--- config.mk ---
export PLATFORM = sky130hd
export DESIGN_NAME = ea16_addr_gen
export DESIGN_NICKNAME = d
export VERILOG_FILES = /design/src/rtl/ea16_pkg.sv /design/src/rtl/ea16_base_sel.sv /design/src/rtl/ea16_disp_ext.sv /design/src/rtl/ea16_addr_gen.sv
export SDC_FILE = /design/constraint.sdc
export NUM_CORES = 1
export LEC_CHECK = 0
export BUFFER_PORTS_ARGS = -buffer_cell sky130_fd_sc_hd__buf_2
export CAP_MARGIN = 40
export CORE_ASPECT_RATIO = 0.7
export CORE_MARGIN = 3
export CORE_UTILIZATION = 45
export DETAILED_ROUTE_END_ITERATION = 10
export HOLD_SLACK_MARGIN = 0.05
export PLACE_DENSITY = 0.79
export SLEW_MARGIN = 20
export SYNTH_ARGS = -nofsm -noshare
export SYNTH_HDL_FRONTEND = slang
export SYNTH_SLANG_ARGS = --single-unit
--- constraint.sdc ---
create_clock -name clk -period 3.8 [get_ports clk]
set_clock_uncertainty 0.1 [all_clocks]
set_input_delay 0.76 -clock clk [delete_from_list [all_inputs] [get_ports clk]]
set_output_delay 0.76 -clock clk [all_outputs]
set_load 0.01 [all_outputs]
--- src/rtl/ea16_pkg.sv ---
// Shared types for the real-mode address generator.
// Assumes the standard two-bit mode encoding of the operand byte.
package ea16_pkg;
    typedef enum logic [1:0] {
        MODE_NODISP = 2'b00,
        MODE_DISP8  = 2'b01,
        MODE_DISP16 = 2'b10,
        MODE_REG    = 2'b11
    } ea_mode_e;

    localparam logic [2:0] RM_DIRECT = 3'd6;
endpackage

--- src/rtl/ea16_base_sel.sv ---
// Chooses the base+index register sum for a selector value and reports
// whether BP is part of the sum. Assumes the caller handles register mode.
module ea16_base_sel
    import ea16_pkg::*;
#(
    parameter int W = 16
) (
    input  logic [1:0]   mode,
    input  logic [2:0]   rm_sel,
    input  logic [W-1:0] reg_bx,
    input  logic [W-1:0] reg_bp,
    input  logic [W-1:0] reg_si,
    input  logic [W-1:0] reg_di,
    output logic [W-1:0] base_sum,
    output logic         uses_bp
);
    logic [W-1:0] first_reg;
    logic [W-1:0] second_reg;
    logic         direct;

    // Mode 00 with selector 6 drops the base register entirely.
    assign direct = (mode == MODE_NODISP) && (rm_sel == RM_DIRECT);

    // Pick the two operands of the register sum from the selector.
    always_comb begin
        first_reg  = '0;
        second_reg = '0;
        unique case (rm_sel)
            3'd0: begin first_reg = reg_bx; second_reg = reg_si; end
            3'd1: begin first_reg = reg_bx; second_reg = reg_di; end
            3'd2: begin first_reg = reg_bp; second_reg = reg_si; end
            3'd3: begin first_reg = reg_bp; second_reg = reg_di; end
            3'd4: first_reg = reg_si;
            3'd5: first_reg = reg_di;
            3'd6: first_reg = direct ? '0 : reg_bp;
            default: first_reg = reg_bx;
        endcase
    end

    // Wrap-around sum and stack-segment indication.
    always_comb begin
        base_sum = first_reg + second_reg;
        uses_bp  = (rm_sel == 3'd2) || (rm_sel == 3'd3) ||
                   ((rm_sel == RM_DIRECT) && !direct);
    end
endmodule

--- src/rtl/ea16_disp_ext.sv ---
// Produces the displacement term for a mode: zero, sign-extended low
// byte, or the full word. Assumes register mode is masked downstream.
module ea16_disp_ext
    import ea16_pkg::*;
#(
    parameter int W = 16
) (
    input  logic [1:0]   mode,
    input  logic [2:0]   rm_sel,
    input  logic [W-1:0] disp,
    output logic [W-1:0] disp_term
);
    localparam int BYTE_W = 8;

    // Select and extend the displacement according to the mode.
    always_comb begin
        unique case (mode)
            MODE_DISP8:  disp_term = {{(W-BYTE_W){disp[BYTE_W-1]}}, disp[BYTE_W-1:0]};
            MODE_DISP16: disp_term = disp;
            MODE_NODISP: disp_term = (rm_sel == RM_DIRECT) ? disp : '0;
            default:     disp_term = '0;
        endcase
    end
endmodule

--- src/rtl/ea16_addr_gen.sv ---
// Top level: combines base sum and displacement, masks register-mode
// operands and, when REG_OUT is set, registers the result for one-cycle
// latency. Assumes all inputs are stable while in_valid is high.
module ea16_addr_gen
    import ea16_pkg::*;
#(
    parameter int W       = 16,
    parameter bit REG_OUT = 1'b1
) (
    input  logic         clk,
    input  logic         rst_n,
    input  logic         in_valid,
    input  logic [1:0]   mode,
    input  logic [2:0]   rm_sel,
    input  logic [W-1:0] disp,
    input  logic [W-1:0] reg_bx,
    input  logic [W-1:0] reg_bp,
    input  logic [W-1:0] reg_si,
    input  logic [W-1:0] reg_di,
    output logic         out_valid,
    output logic [W-1:0] ea_addr,
    output logic         op_is_reg,
    output logic [2:0]   op_reg_num,
    output logic         seg_is_stack
);
    logic [W-1:0] base_sum;
    logic         uses_bp;
    logic [W-1:0] disp_term;
    logic         nxt_is_reg;
    logic [W-1:0] nxt_ea;
    logic [2:0]   nxt_num;
    logic         nxt_stack;

    ea16_base_sel #(.W(W)) u_base (
        .mode     (mode),
        .rm_sel   (rm_sel),
        .reg_bx   (reg_bx),
        .reg_bp   (reg_bp),
        .reg_si   (reg_si),
        .reg_di   (reg_di),
        .base_sum (base_sum),
        .uses_bp  (uses_bp)
    );

    ea16_disp_ext #(.W(W)) u_disp (
        .mode      (mode),
        .rm_sel    (rm_sel),
        .disp      (disp),
        .disp_term (disp_term)
    );

    // Final sum, with register operands forcing the memory outputs to zero.
    always_comb begin
        nxt_is_reg = (mode == MODE_REG);
        nxt_ea     = nxt_is_reg ? '0 : (base_sum + disp_term);
        nxt_num    = nxt_is_reg ? rm_sel : 3'd0;
        nxt_stack  = nxt_is_reg ? 1'b0 : uses_bp;
    end

    generate
        if (REG_OUT) begin : g_reg
            // Capture results on valid input; hold them otherwise.
            always_ff @(posedge clk) begin
                if (!rst_n) begin
                    out_valid    <= 1'b0;
                    ea_addr      <= '0;
                    op_is_reg    <= 1'b0;
                    op_reg_num   <= 3'd0;
                    seg_is_stack <= 1'b0;
                end else begin
                    out_valid <= in_valid;
                    if (in_valid) begin
                        ea_addr      <= nxt_ea;
                        op_is_reg    <= nxt_is_reg;
                        op_reg_num   <= nxt_num;
                        seg_is_stack <= nxt_stack;
                    end
                end
            end
        end else begin : g_comb
            // Pass-through variant with no latency.
            always_comb begin
                out_valid    = in_valid;
                ea_addr      = nxt_ea;
                op_is_reg    = nxt_is_reg;
                op_reg_num   = nxt_num;
                seg_is_stack = nxt_stack;
            end
        end
    endgenerate
endmodule

### Yosys cells after proc, flatten, opt, wreduce, memory -nomap -nowiden

Index checks and enable logic that the tools add are counted.

| operators by class | value |
|---|---|
| add/sub/neg operators | 2 |
| eq/ne operators | 9 |
| multiplexer cells | 8 |
| reductions and logical operators | 10 |

Operator list:

| cell | number |
|---|---|
| case mux 16 bit (4 select lines) | 1 |
| 2-to-1 mux 16 bit | 3 |
| case mux 16 bit (3 select lines) | 1 |
| adder 16 bit | 2 |
| case mux 16 bit (2 select lines) | 1 |
| equality test 3 bit (second input constant) | 3 |
| equality test 3 x 2 -> 1 bit (second input constant) | 2 |
| OR reduction 2 bit | 3 |
| equality test 2 bit (second input constant) | 2 |
| equality test 3 x 1 -> 1 bit (second input constant) | 1 |
| logical NOT 3 bit | 1 |
| 2-to-1 mux 3 bit | 1 |
| equality test 2 x 1 -> 1 bit (second input constant) | 1 |
| logical AND 1 bit | 2 |
| logical NOT 2 bit | 1 |
| logical OR 1 bit | 2 |
| logical NOT 1 bit | 1 |
| 2-to-1 mux 1 bit | 1 |

| storage, ports and cells | value |
|---|---|
| bits in registers | 22 |
| word-level logic and storage cells | 34 |

### Longest topological paths before layout

Gate-level depths: netlist of the first run.

| logic depth | value |
|---|---|
| word-level depth | 7 |
| gate-level depth with buffers | 16 |

### By module

A second synthesis of the first run with hierarchy kept.

| unflattened totals | value |
|---|---|
| cell total of the unflattened synthesis | 471 |
| area total of the unflattened synthesis | 3465.8 um2 |

By module, submodules not included:

| module | instances | cells each | area an instance (um2) | sequential area each (um2) |
|---|---|---|---|---|
| ea16_addr_gen | 1 | 194 | 1652.8 | 440.4 |
| ea16_base_sel | 1 | 238 | 1491.4 | 0.0 |
| ea16_disp_ext | 1 | 39 | 321.6 | 0.0 |

### Worst setup path before layout of the first run

OpenSTA, ideal clock, no wires.

| timing path | value |
|---|---|
| path kind | input to register |
| from | input rm_sel[0] |
| to | register ea_addr[11] |
| setup time | 0.123 ns |
| arrival time | 3.755 ns |
| required time | 3.577 ns |
| setup slack | -0.178 ns |
| stages | 15 |
| buffers on the path | 1 |
| path through | buf_6 o21bai_1 a21oi_1 a22o_1 a21oi_1 fa_1 inv_1 ha_1 fa_1 a21o_1 a21oi_1 o21ai_1 a41oi_1 xor2_1 o21ai_1 |

| on the way | value |
|---|---|
| word-level cells in the longest chain between the ends | 7 |
| elaborated cells on any way between the ends | 19 |
| those cells by class | 2 x add/sub; 6 x eq/ne; 6 x mux; 5 x reduce/logical |

RTL lines:

| element | line | RTL |
|---|---|---|
| start, declared | ea16_addr_gen.sv:14 | `input logic [2:0] rm_sel,` |
| equality test 3 bit | ea16_base_sel.sv:22, ea16_base_sel.sv:28, ea16_disp_ext.sv:20 |  |
| logical AND 1 bit | ea16_base_sel.sv:22 | `assign direct = (mode == MODE_NODISP) && (rm_sel == RM_DIRECT);` |
| 2-to-1 mux 16 bit | ea16_base_sel.sv:35 | `3'd6: first_reg = direct ? '0 : reg_bp;` |
| case mux 16 bit (4 select lines) | ea16_base_sel.sv:28 | `unique case (rm_sel)` |
| adder 16 bit | ea16_base_sel.sv:42 | `base_sum = first_reg + second_reg;` |
| adder 16 bit (*) | ea16_addr_gen.sv:55 | `nxt_ea = nxt_is_reg ? '0 : (base_sum + disp_term);` |
| 2-to-1 mux 16 bit (*) | ea16_addr_gen.sv:55 |  |
| end signal, assigned | ea16_addr_gen.sv:73 | `ea_addr <= nxt_ea;` |
| end, declared | ea16_addr_gen.sv:21 | `output logic [W-1:0] ea_addr,` |

Mark *: on every way between the ends. The rest lies on a longest branch, timed or not.
A chain may end at the register's enable or synchronous reset.

### Worst setup path after layout of the first run

| timing path | value |
|---|---|
| from | input rm_sel[0] |
| to | register ea_addr[14] |

The elaborated chain is that of the path after synthesis.

==> results of run 1 <==
-- cells by family (layout without fill, tap and decap cells) --
| kind of cell | count (synthesis) | after routing | share of synthesized area, % |
|---|---|---|---|
| xor gates and xnor gates | 11 | 11 | 3.96 |
| buffers and inverters | 60 | 203 | 8.87 |
| adders and majority gates | 30 | 30 | 17.8 |
| AOI/OAI and AO/OA | 119 | 119 | 28.5 |
| and+or+nand+nor | 104 | 104 | 19.3 |
| muxes | 16 | 16 | 5.76 |
| DFF | 22 | 22 | 15.8 |
-- critical path, cell delays in order --
cell	delay [ps]
buf_2	130
o21bai_1	180
a21oi_2	170
buf_4	190
buf_4	140
a22o_1	120
o21ai_0	130
fa_1	560
inv_1	50
ha_1	350
inv_1	100
o21bai_1	80
a21oi_1	200
o211ai_1	150
mux2i_1	150
a211o_1	260
-- how the worst max path moves through the flow --
stage	endpoint	slack (ps)	cells past startpoint
after global placement	ea_addr[9]	-100	16
after floorplan	ea_addr[12]	6	16
after CTS	ea_addr[9]	100	16
final	ea_addr[14]	130	16
after global routing	ea_addr[13]	-40	16
after detailed placement	ea_addr[9]	-160	16
-- cells in the final DEF (no fill, tap or decap), types with 5 or more instances in the layout --
cell type  netlist  final
a21oi_1         32     28
dfxtp_1         22     22
inv_1           43     43
nand2_1         51     51
and2_1          12     12
or2_2           15     15
nand2b_1         5      5
o21ai_0         22     21
o22ai_1          9      9
a22o_1          14     14
ha_1            14     13
mux2i_1         16     14
nor2_1           5      5
buf_2            5    109
xnor2_1          6      6
a21boi_0         6      6
buf_4            2     43
fa_1            16     15
a21oi_2          2      5
-- power by group --
group          switching [uW]  total, uW  internal [uW]
clock network            70.6        163           92.2
registers                17.4        280            263
logic                     391        769            378
total                     479       1210            733
-- cell type report --
class / count / area (um2) / share of cell area, %
multi-input combinational: 280 / 2160 / 56.3
inverter: 43 / 161 / 4.20
timing repair buffer: 156 / 931 / 24.2
clock buffer: 4 / 55.1 / 1.43
sequential: 22 / 440 / 11.5
tap: 75 / 93.8 / 2.44
-- through the flow --
step	instance area, um2	setup WS [ps]
after global routing	3850	-41.7
after global placement	3750	-103
after CTS	3810	98.5
after detailed placement	3750	-158
final	3850	130
after floorplan	2830	5.74
-- layer usage --
metal / vias up / GRT usage (%) / wire length, um
li1: 1528 / - / -
met1: 1423 / 30.6 / 3690
met2: 124 / 40.4 / 3810
met3: 12 / 4.77 / 724
met4: 0 / 2.58 / 91
met5: - / 0 / 0
-- synth_stat cells (2+ instances only) --
| cell type | count | area share (%) |
|---|---|---|
| and2_1 | 12 | 2.7 |
| nand2_1 | 51 | 6.9 |
| a21oi_1 | 32 | 5.8 |
| buf_4 | 2 | 0.54 |
| a21o_1 | 5 | 1.4 |
| nor2_1 | 5 | 0.68 |
| dfxtp_1 | 22 | 16 |
| clkbuf_1 | 7 | 0.95 |
| fa_1 | 16 | 12 |
| nand3_1 | 2 | 0.36 |
| xnor2_1 | 6 | 1.9 |
| o21bai_1 | 4 | 1.1 |
| o21ai_1 | 4 | 0.72 |
| ha_1 | 14 | 6.3 |
| a41oi_1 | 2 | 0.63 |
| nor2b_1 | 4 | 0.90 |
| and3_1 | 2 | 0.45 |
| a21oi_2 | 2 | 0.63 |
| o21ai_0 | 22 | 4.0 |
| o21a_1 | 4 | 1.1 |
| mux2i_1 | 16 | 5.8 |
| a21boi_0 | 6 | 1.6 |
| o21ba_2 | 2 | 0.72 |
| or2_2 | 15 | 3.4 |
| o22ai_1 | 9 | 2.0 |
| nand2b_1 | 5 | 1.1 |
| o211ai_1 | 2 | 0.54 |
| inv_1 | 43 | 5.8 |
| buf_2 | 5 | 0.90 |
| a22o_1 | 14 | 4.4 |
| buf_1 | 2 | 0.27 |
| xor2_1 | 4 | 1.3 |
-- what timing repair did --
action	in CTS	in global routing
endpoints found under the hold margin	0	0
endpoints found under the setup margin	0	7
gates resized for setup	0	12
==> metrics.md, run 1 <==
| Metric | Value |
|---|---|
| Hold path cells | 2 |
| Number of max-slew violations in the final report | 0 |
| Post-CTS setup buffer count | 0 |
| Global-route wire length before repair | 13.6 mm |
| Required time at the endpoint of the critical path | 3850 ps |
| Critical Path End Type | register |
| Hold Fails Final Rpt | 0 |
| Width of the die | 99.9 um |
| TNS Setup | 0 ps |
| Min-Delay Startpoint | ea_addr[15] |
| Flops & latches, synth | 22 |
| Worst reg-to-reg setup slack | 2750 ps |
| Count of unique library cells instantiated by Yosys | 53 |
| Via count of the first global-routing pass | 3035 |
| Average wire per standard cell | 14.3 um |
| Worst setup path start | rm_sel[0] |
| Register with the highest flop count | ea_addr |
| Root buffer cell | clkbuf_8 |
| Floorplan core area | 0.00584 mm2 |
| Number of clock buffers inserted by TritonCTS | 3 |
| Mapped cell area | 0.00278 mm2 |
| Worst reg2reg path startpoint | ea_addr[12] |
| First-pass detailed-route iteration total | 4 |
| Clock sinks | 22 |
| Total GRT Usage | 23.1% |
| Gate Count Post-Synth | 362 |
| Actual slew at the worst max-slew pin | 586 ps |
| Proportion of layout cells with a drive suffix above 1 | 39.4% |
| Number of nets in the layout | 624 |
| Utilization after layout | 65.8% |
| Detailed-route vias per instance | 5.32 |
| Synthesized netlist net count | 480 |
| Synthesis-to-finish area growth | 38.4% |
| EDFF count, synth | 0 |
| Initial antenna violation count | 0 |
| P per Cell Area | 315 mW/mm2 |
| # IOs | 110 |
| Worst max-slew margin expressed relative to the limit | 60.8% |
| Type of the worst setup path | primary input to register |
| Data arrival time of the critical path | 3720 ps |
| Count of placed standard cells in the final layout, fillers left out | 580 |
| Overall via count from detail_route | 3087 |
| Primary FF master, synth | dfxtp_1 |
| Number of instances in the placed design | 576 |
| Reg-to-Reg End | ea_addr[12] |
| CTS clk-pin slew, worst paths | 70 ps |
| Final hold slack | 352 ps |
| Worst ir drop on vdd | 0.153 mV |
| Final clock period utilization by the worst path | 96.6% |
| Flip-flop count of the largest register after layout | 16 |
| Input/output buffers | 109 |
| Kind of path behind the tightest hold check | register to register |
| TritonCTS clock tree | built |
| Clock period minus final worst setup slack | 3670 ps |
| CTS Hold Bufs | 0 |
| Worst-case hold path end point | ea_addr[15] |
| Number of standard-cell rows in the floorplan | 23 |
| Final count of negative-setup-slack endpoints | 0 |
| H-Tree Level Count | 1 |
| Total congestion overflow | 0 |
| Biggest registers after layout | ea_addr: 16 flops, op_reg_num: 3 flops |
| ANT nets after route | 0 |
| Bufs on Longest Clock Path | 2 |
| Pleak | 0.00200 uW |
| Depth of the worst register-to-register path | 3 |
| Last weighted congestion value of the routability-driven placer | 0.932 |
| Worst skew pair latency | 260 ps |
| Mean Syn Cell Area | 7.68 um2 |
| Timing-limited maximum frequency | 272 MHz |
| Total die area | 0.00717 mm2 |
| HPWL after detailed placement | 7.05 mm |
| Maximum fanout along the worst path | 7 |
| Nature of the critical path startpoint | primary input |
| Setup repair after global routing missed its margin | yes |
| Aggregate routed wire length | 8.31 mm |
| Antenna diode count | 0 |
| Sequential share of the synthesized area | 15.8% |
| Total power | 1210 uW |
| Maximum number of pins on one net before global-route repair | 24 |
| Fill count | 525 |
| Number of max-capacitance violations reported | 0 |
| Initial DRC count | 115 |
| Outcome | finished clean |
| DRC viols | 0 |
| Number of warnings printed during yosys synthesis | 0 |
| Initial Util | 47.6% |
| Vert. Die Dim | 71.8 um |
| Ys async rst share | 0% |
No activity file was read; power rests on OpenSTA's default activity.
==> run 2: changes to the inputs <==
--- a/config.mk
+++ b/config.mk
@@ -9,10 +9,10 @@
 export CAP_MARGIN = 40
 export CORE_ASPECT_RATIO = 0.7
 export CORE_MARGIN = 3
-export CORE_UTILIZATION = 45
+export CORE_UTILIZATION = 50
 export DETAILED_ROUTE_END_ITERATION = 10
 export HOLD_SLACK_MARGIN = 0.05
-export PLACE_DENSITY = 0.79
+export PLACE_DENSITY = 0.83
 export SLEW_MARGIN = 20
 export SYNTH_ARGS = -nofsm -noshare
 export SYNTH_HDL_FRONTEND = slang
==> constraint.sdc (replaced) <==
create_clock -name clk -period 4.46 [get_ports clk]
set_clock_uncertainty 0.1 [all_clocks]
set_input_delay 0.892 -clock clk [delete_from_list [all_inputs] [get_ports clk]]
set_output_delay 0.892 -clock clk [all_outputs]
set_load 0.01 [all_outputs]
==> metrics.md, run 2 (same netlist as run 1, synthesis figures left out) <==
| Metric | Value |
|---|---|
| Crit path buf inv count | 2 (-3) |
| Total congestion overflow | 0 (unchanged) |
| ANT nets after route | 0 (unchanged) |
| HPWL after detailed placement | 6.65 mm (-5.7%) |
| Depth of the worst register-to-register path | 3 (unchanged) |
| Final count of negative-setup-slack endpoints | 0 (unchanged) |
| Via count of the first global-routing pass | 2820 (-7.1%) |
| Reg-to-Reg End | ea_addr[12] |
| Final clock period utilization by the worst path | 90.4% |
| Bufs on Longest Clock Path | 2 (unchanged) |
| Average wire per standard cell | 14.9 um (+4.0%) |
| Critical Path End Type | register |
| Input/output buffers | 109 (unchanged) |
| Synthesis-to-finish area growth | 25.4% |
| Aggregate routed wire length | 8.07 mm (-2.9%) |
| Kind of path behind the tightest hold check | register to register |
| Nature of the critical path startpoint | primary input |
| Register with the highest flop count | ea_addr |
| Last weighted congestion value of the routability-driven placer | 0.894 (-4.1%) |
| Utilization after layout | 65.6% (-0.25 points) |
| Width of the die | 95.1 um (-4.8%) |
| Worst ir drop on vdd | 0.162 mV (+5.7%) |
| Number of standard-cell rows in the floorplan | 22 (-4.3%) |
| Worst skew pair latency | 260 ps (about the same) |
| Area of the multi-input gates | 0.00209 mm2 (-3.3%) |
| Proportion of layout cells with a drive suffix above 1 | 31.8% (-7.6 points) |
| CTS clk-pin slew, worst paths | 80 ps (about the same) |
| Register cell area after layout | 440 um2 (unchanged) |
| Post-layout worst setup margin | 426 ps (+296 ps) |
| Worst-case hold path end point | ea_addr[15] |
| Hold Fails Final Rpt | 0 (unchanged) |
| Timing-limited maximum frequency | 248 MHz |
| Clock period minus final worst setup slack | 4030 ps |
| DRC viols | 0 (unchanged) |
| CTS Hold Bufs | 0 (unchanged) |
| Pleak | 0.00182 uW (-8.9%) |
| Setup repair after global routing missed its margin | no |
| Worst max-slew margin expressed relative to the limit | 56.7% (-4.1 points) |
| Root buffer cell | clkbuf_8 |
| Type of the worst setup path | primary input to register |
| Post-route cell area | 0.00348 mm2 (-9.4%) |
| H-Tree Level Count | 1 (unchanged) |
| Antenna diode count | 0 (unchanged) |
| TNS Setup | 0 ps (unchanged) |
| Floorplan core area | 0.00531 mm2 (-9.1%) |
| Highest cell delay on the worst timing path | 540 ps (-20 ps) |
| Area of placed instances | 0.00341 mm2 (-9.1%) |
| Actual slew at the worst max-slew pin | 648 ps (+61.2 ps) |
| Fill count | 489 (-6.9%) |
| P per Cell Area | 278 mW/mm2 (-12%) |
| First-pass detailed-route iteration total | 5 (+1) |
| Slowest CP cell | fa_1 |
| Overall via count from detail_route | 3029 (-1.9%) |
| Maximum number of pins on one net before global-route repair | 25 (+4.2%) |
| Required time at the endpoint of the critical path | 4510 ps (+660 ps) |
| Worst reg-to-reg setup slack | 3440 ps (+690 ps) |
| Number of max-slew violations in the final report | 0 (unchanged) |
| Outcome | finished clean |
| Maximum fanout along the worst path | 6 (-1) |
| Post-Place Worst Slack | 154 ps (+313 ps) |
| Min-Delay Startpoint | ea_addr[15] |
| TritonCTS clock tree | built |
| Number of max-capacitance violations reported | 0 (unchanged) |
| Biggest registers after layout | ea_addr: 16 flops, op_reg_num: 3 flops |
| Initial Util | 52.3% (+4.7 points) |
| Initial antenna violation count | 0 (unchanged) |
| Number of clock buffers inserted by TritonCTS | 3 (unchanged) |
| # IOs | 110 (unchanged) |
| Total GRT Usage | 25.0% (+1.9 points) |
| Most used cells in the layout excluding fill and tap cells | buf_2 (109), nand2_1 (51), inv_1 (43) |
| Leading cell type in the layout, fill and taps excluded | buf_2 |
| Data arrival time of the critical path | 4080 ps (+360 ps) |
| Initial DRC count | 122 (+6.1%) |
| Global-route wire length before repair | 12.9 mm (-5.3%) |
| Critical-path cell list | buf_2, nand3b_4, a21oi_4, a21o_1, nand2_1, fa_1, inv_1, ha_1, fa_1, a21o_1, a21oi_1, o21ai_1, a41oi_1, xor2_1, o21ai_1 |
| Top delay family on crit path | compound AO/OA/AOI/OAI gates |
| Detailed-route vias per instance | 5.60 (+5.2%) |
| Worst reg2reg path startpoint | ea_addr[12] |
| Final hold slack | 351 ps (-1.35 ps) |
| Hold path cells | 2 (unchanged) |
| Total die area | 0.00650 mm2 (-9.3%) |
| Number of nets in the layout | 588 (-5.8%) |
| Flip-flop count of the largest register after layout | 16 (unchanged) |
| Vert. Die Dim | 68.4 um (-4.7%) |
| Clock sinks | 22 (unchanged) |
| Path length in cells of the critical path | 15 (-1) |
-- run 2: power by group --
| group | internal (uW) | switching (uW) |
|---|---|---|
| registers | 224 | 14.6 |
| logic | 244 | 304 |
| clock network | 120 | 63.4 |
| total | 588 | 382 |
-- run 2: metrics by stage --
| stage | std cells | power, uW |
|---|---|---|
| detailed placement | 537 | 779 |
| floorplan | 362 | 615 |
| global placement | 537 | 764 |
| CTS | 541 | 966 |
| global route | 541 | 1050 |
| finish | 541 | 970 |
-- run 2: how the worst max path moves through the flow --
stage	startpoint	to	slack, ps
finish	rm_sel[0]	ea_addr[11]	430
global route	rm_sel[0]	ea_addr[11]	80
CTS	rm_sel[0]	ea_addr[13]	410
detailed placement	rm_sel[0]	ea_addr[11]	150
global placement	rm_sel[0]	ea_addr[13]	260
floorplan	rm_sel[0]	ea_addr[11]	350
-- run 2: cell type report --
cell class | instances | area share (%)
clock buffers | 3 | 1.18
repair buffers | 120 | 18.0
clock inverters | 1 | 0.862
well taps | 72 | 2.59
inverters | 43 | 4.63
multi-input cells | 280 | 60.1
flip-flops and latches | 22 | 12.6
-- run 2: metal layers --
layer / track usage, % / wire length [um]
met1: 33.6 / 3560
met2: 43.0 / 3770
met3: 3.63 / 632
met4: 5.40 / 107
met5: 0 / 0
-- run 2: what timing repair did --
action | in CTS | in global routing
setup buffers | 0 | 0
setup endpoints to repair | 0 | 1
resized for setup | 0 | 1
hold endpoints to repair | 0 | 0
-- run 2: tightest hold or removal path, delay by kind of cell, from the launching register on --
family           cells  cell delay [ps]
AO/OA/AOI/OAI        1               50
AND/OR/NAND/NOR      1               50
flip-flops           1              310
==> run 3: changes to the inputs <==
--- a/config.mk
+++ b/config.mk
@@ -7,9 +7,10 @@
 export LEC_CHECK = 0
 export BUFFER_PORTS_ARGS = -buffer_cell sky130_fd_sc_hd__buf_2
 export CAP_MARGIN = 40
-export CORE_ASPECT_RATIO = 0.7
+export CORE_ASPECT_RATIO = 1.75
 export CORE_MARGIN = 3
 export CORE_UTILIZATION = 50
+export CTS_CLUSTER_SIZE = 16
 export DETAILED_ROUTE_END_ITERATION = 10
 export HOLD_SLACK_MARGIN = 0.05
 export PLACE_DENSITY = 0.83
==> metrics.md, run 3 (same netlist as run 1, synthesis figures left out) <==
| Metric | Value |
|---|---|
| Outcome | finished clean |
| Hold Fails Final Rpt | 0 (unchanged) |
| Initial antenna violation count | 0 (unchanged) |
| Detailed-route vias per instance | 5.45 (-2.6%) |
| ANT nets after route | 0 (unchanged) |
| Bufs on Longest Clock Path | 2 (unchanged) |
| Total congestion overflow | 0 (unchanged) |
| CTS Hold Bufs | 0 (unchanged) |
| Post-Route M1 WL | 2.79 mm (-22%) |
| Routed met2 length | 4.09 mm (+8.5%) |
| CTS clk-pin slew, worst paths | 70 ps (about the same) |
| Initial DRC count | 131 (+7.4%) |
| Total die area | 0.00652 mm2 (+0.32%) |
| Antenna diode count | 0 (unchanged) |
| TNS Setup | 0 ps (unchanged) |
| Leading cell type in the layout, fill and taps excluded | buf_2 |
| Average wire per standard cell | 13.8 um (-7.2%) |
| Worst skew pair latency | 260 ps (about the same) |
| Clock period minus final worst setup slack | 4110 ps (+78.6 ps) |
| Aggregate routed wire length | 7.50 mm (-7.1%) |
| Root buffer cell | clkbuf_8 |
| Number of max-capacitance violations reported | 0 (unchanged) |
| H-Tree Level Count | 1 (unchanged) |
| Number of standard-cell rows in the floorplan | 35 (+59%) |
| Final count of negative-setup-slack endpoints | 0 (unchanged) |
| Width of the die | 62.4 um (-34%) |
| First-pass detailed-route iteration total | 4 (-1) |
| P per Cell Area | 273 mW/mm2 (-1.9%) |
| Via count of the first global-routing pass | 2964 (+5.1%) |
| Overall via count from detail_route | 2955 (-2.4%) |
| Post-route cell area | 0.00350 mm2 (+0.54%) |
| Timing-limited maximum frequency | 243 MHz (-1.9%) |
| Initial Util | 52.0% (-0.29 points) |
| DRC viols | 0 (unchanged) |
| HPWL after detailed placement | 6.44 mm (-3.2%) |
| Setup repair after global routing missed its margin | no |
| Biggest registers after layout | ea_addr: 16 flops, op_reg_num: 3 flops |
| Proportion of layout cells with a drive suffix above 1 | 31.6% (-0.15 points) |
| Flip-flop count of the largest register after layout | 16 (unchanged) |
| Critical Path End Type | register |
| Most used cells in the layout excluding fill and tap cells | buf_2 (109), nand2_1 (51), inv_1 (43) |
| Fill count | 481 (-1.6%) |
| Count of placed standard cells in the final layout, fillers left out | 542 (+0.18%) |
| Type of the worst setup path | primary input to register |
| Register with the highest flop count | ea_addr |
| Post-CTS setup buffer count | 0 (unchanged) |
| Worst ir drop on vdd | 0.121 mV (-25%) |
| Data arrival time of the critical path | 4160 ps (+80 ps) |
| Global-route wire length before repair | 12.6 mm (-2.4%) |
| DR top layer | met4 |
| Input/output buffers | 109 (unchanged) |
| Post-layout worst setup margin | 348 ps (-78.6 ps) |
| Worst max-slew margin expressed relative to the limit | 63.7% (+7.0 points) |
| Total GRT Usage | 23.0% (-2.0 points) |
| # IOs | 110 (unchanged) |
| Actual slew at the worst max-slew pin | 543 ps (-105 ps) |
| Number of nets in the layout | 587 (-0.17%) |
| Number of instances in the placed design | 538 (+0.19%) |
| TritonCTS clock tree | built |
| Nature of the critical path startpoint | primary input |
| Total length of routed met3 wires | 342 um (-46%) |
| Floorplan core area | 0.00534 mm2 (+0.57%) |
| Final clock period utilization by the worst path | 92.2% (+1.8 points) |
| Maximum fanout along the worst path | 8 (+2) |
| Clock sinks | 22 (unchanged) |
| Synthesis-to-finish area growth | 26.1% |
| Area of placed instances | 0.00343 mm2 (+0.59%) |
| Required time at the endpoint of the critical path | 4500 ps (about the same) |
| Post-Place Worst Slack | 98.9 ps (-55.4 ps) |
| Vert. Die Dim | 105 um (+53%) |
| Kind of path behind the tightest hold check | register to register |
| CTS resizes | 0 (unchanged) |
| Last weighted congestion value of the routability-driven placer | 0.905 (+1.2%) |
| Number of max-slew violations in the final report | 0 (unchanged) |
| Number of clock buffers inserted by TritonCTS | 3 (unchanged) |
| Pleak | 0.00183 uW (+0.12%) |
| Maximum number of pins on one net before global-route repair | 27 (+8.0%) |
-- run 3: changes by cell type in the layout (fill, tap and decap cells not counted), sizes merged --
cell | previous run | this run
buf | 120 | 119
-- run 3: stage by stage --
stage / hold slack [ps] / utilization [%] / total power (uW)
6_report: 351 / 65.6 / 956
3_5_place_dp: 342 / 64.2 / 776
4_1_cts: 355 / 65.6 / 958
2_1_floorplan: 370 / - / 615
3_3_place_gp: 333 / 64.2 / 761
5_1_grt: 390 / 65.6 / 1040
-- run 3: worst paths after layout --
check / slack (ps) / cells past startpoint / startpoint / end
setup reg to reg: 3410 / 3 / ea_addr[12] / ea_addr[12]
hold / removal: 350 / 2 / ea_addr[13] / ea_addr[13]
hold reg to reg: 350 / 2 / ea_addr[13] / ea_addr[13]
setup / recovery: 350 / 16 / rm_sel[0] / ea_addr[13]
-- run 3: worst max-delay path, cell delays in order --
cell and delay, ps:
buf_2 110, buf_4 170, and2_1 250, buf_12 170
nand2_1 50, o21ai_0 80, a22o_1 190, a21oi_1 160
fa_1 430, inv_1 70, ha_1 280, a2111oi_0 490
o21ai_1 270, a41oi_1 290, xor2_1 180, o21ai_1 70
-- run 3: layer usage --
layer  up-vias  GRT usage (%)
li1       1453              -
met1      1361           25.2
met2       117           43.3
met3        24           2.04
met4         0           11.7
met5         -              0
-- run 3: final cells by class --
cell class / instances / area [um2] / area share [%]
Timing Repair Buffer: 119 / 646 / 18.4
Clock inverter: 1 / 30.0 / 0.857
Sequential cell: 22 / 440 / 12.6
Inverter: 43 / 161 / 4.61
Tap cell: 74 / 92.6 / 2.64
Clock buffer: 3 / 41.3 / 1.18
Multi-Input combinational cell: 280 / 2090 / 59.7
-- run 3: where the power goes --
group          internal [uW]  leakage [uW]  total (uW)  switching [uW]
registers                224      0.000180         236            11.6
logic                    246       0.00161         539             293
clock network            120     0.0000357         182            62.1
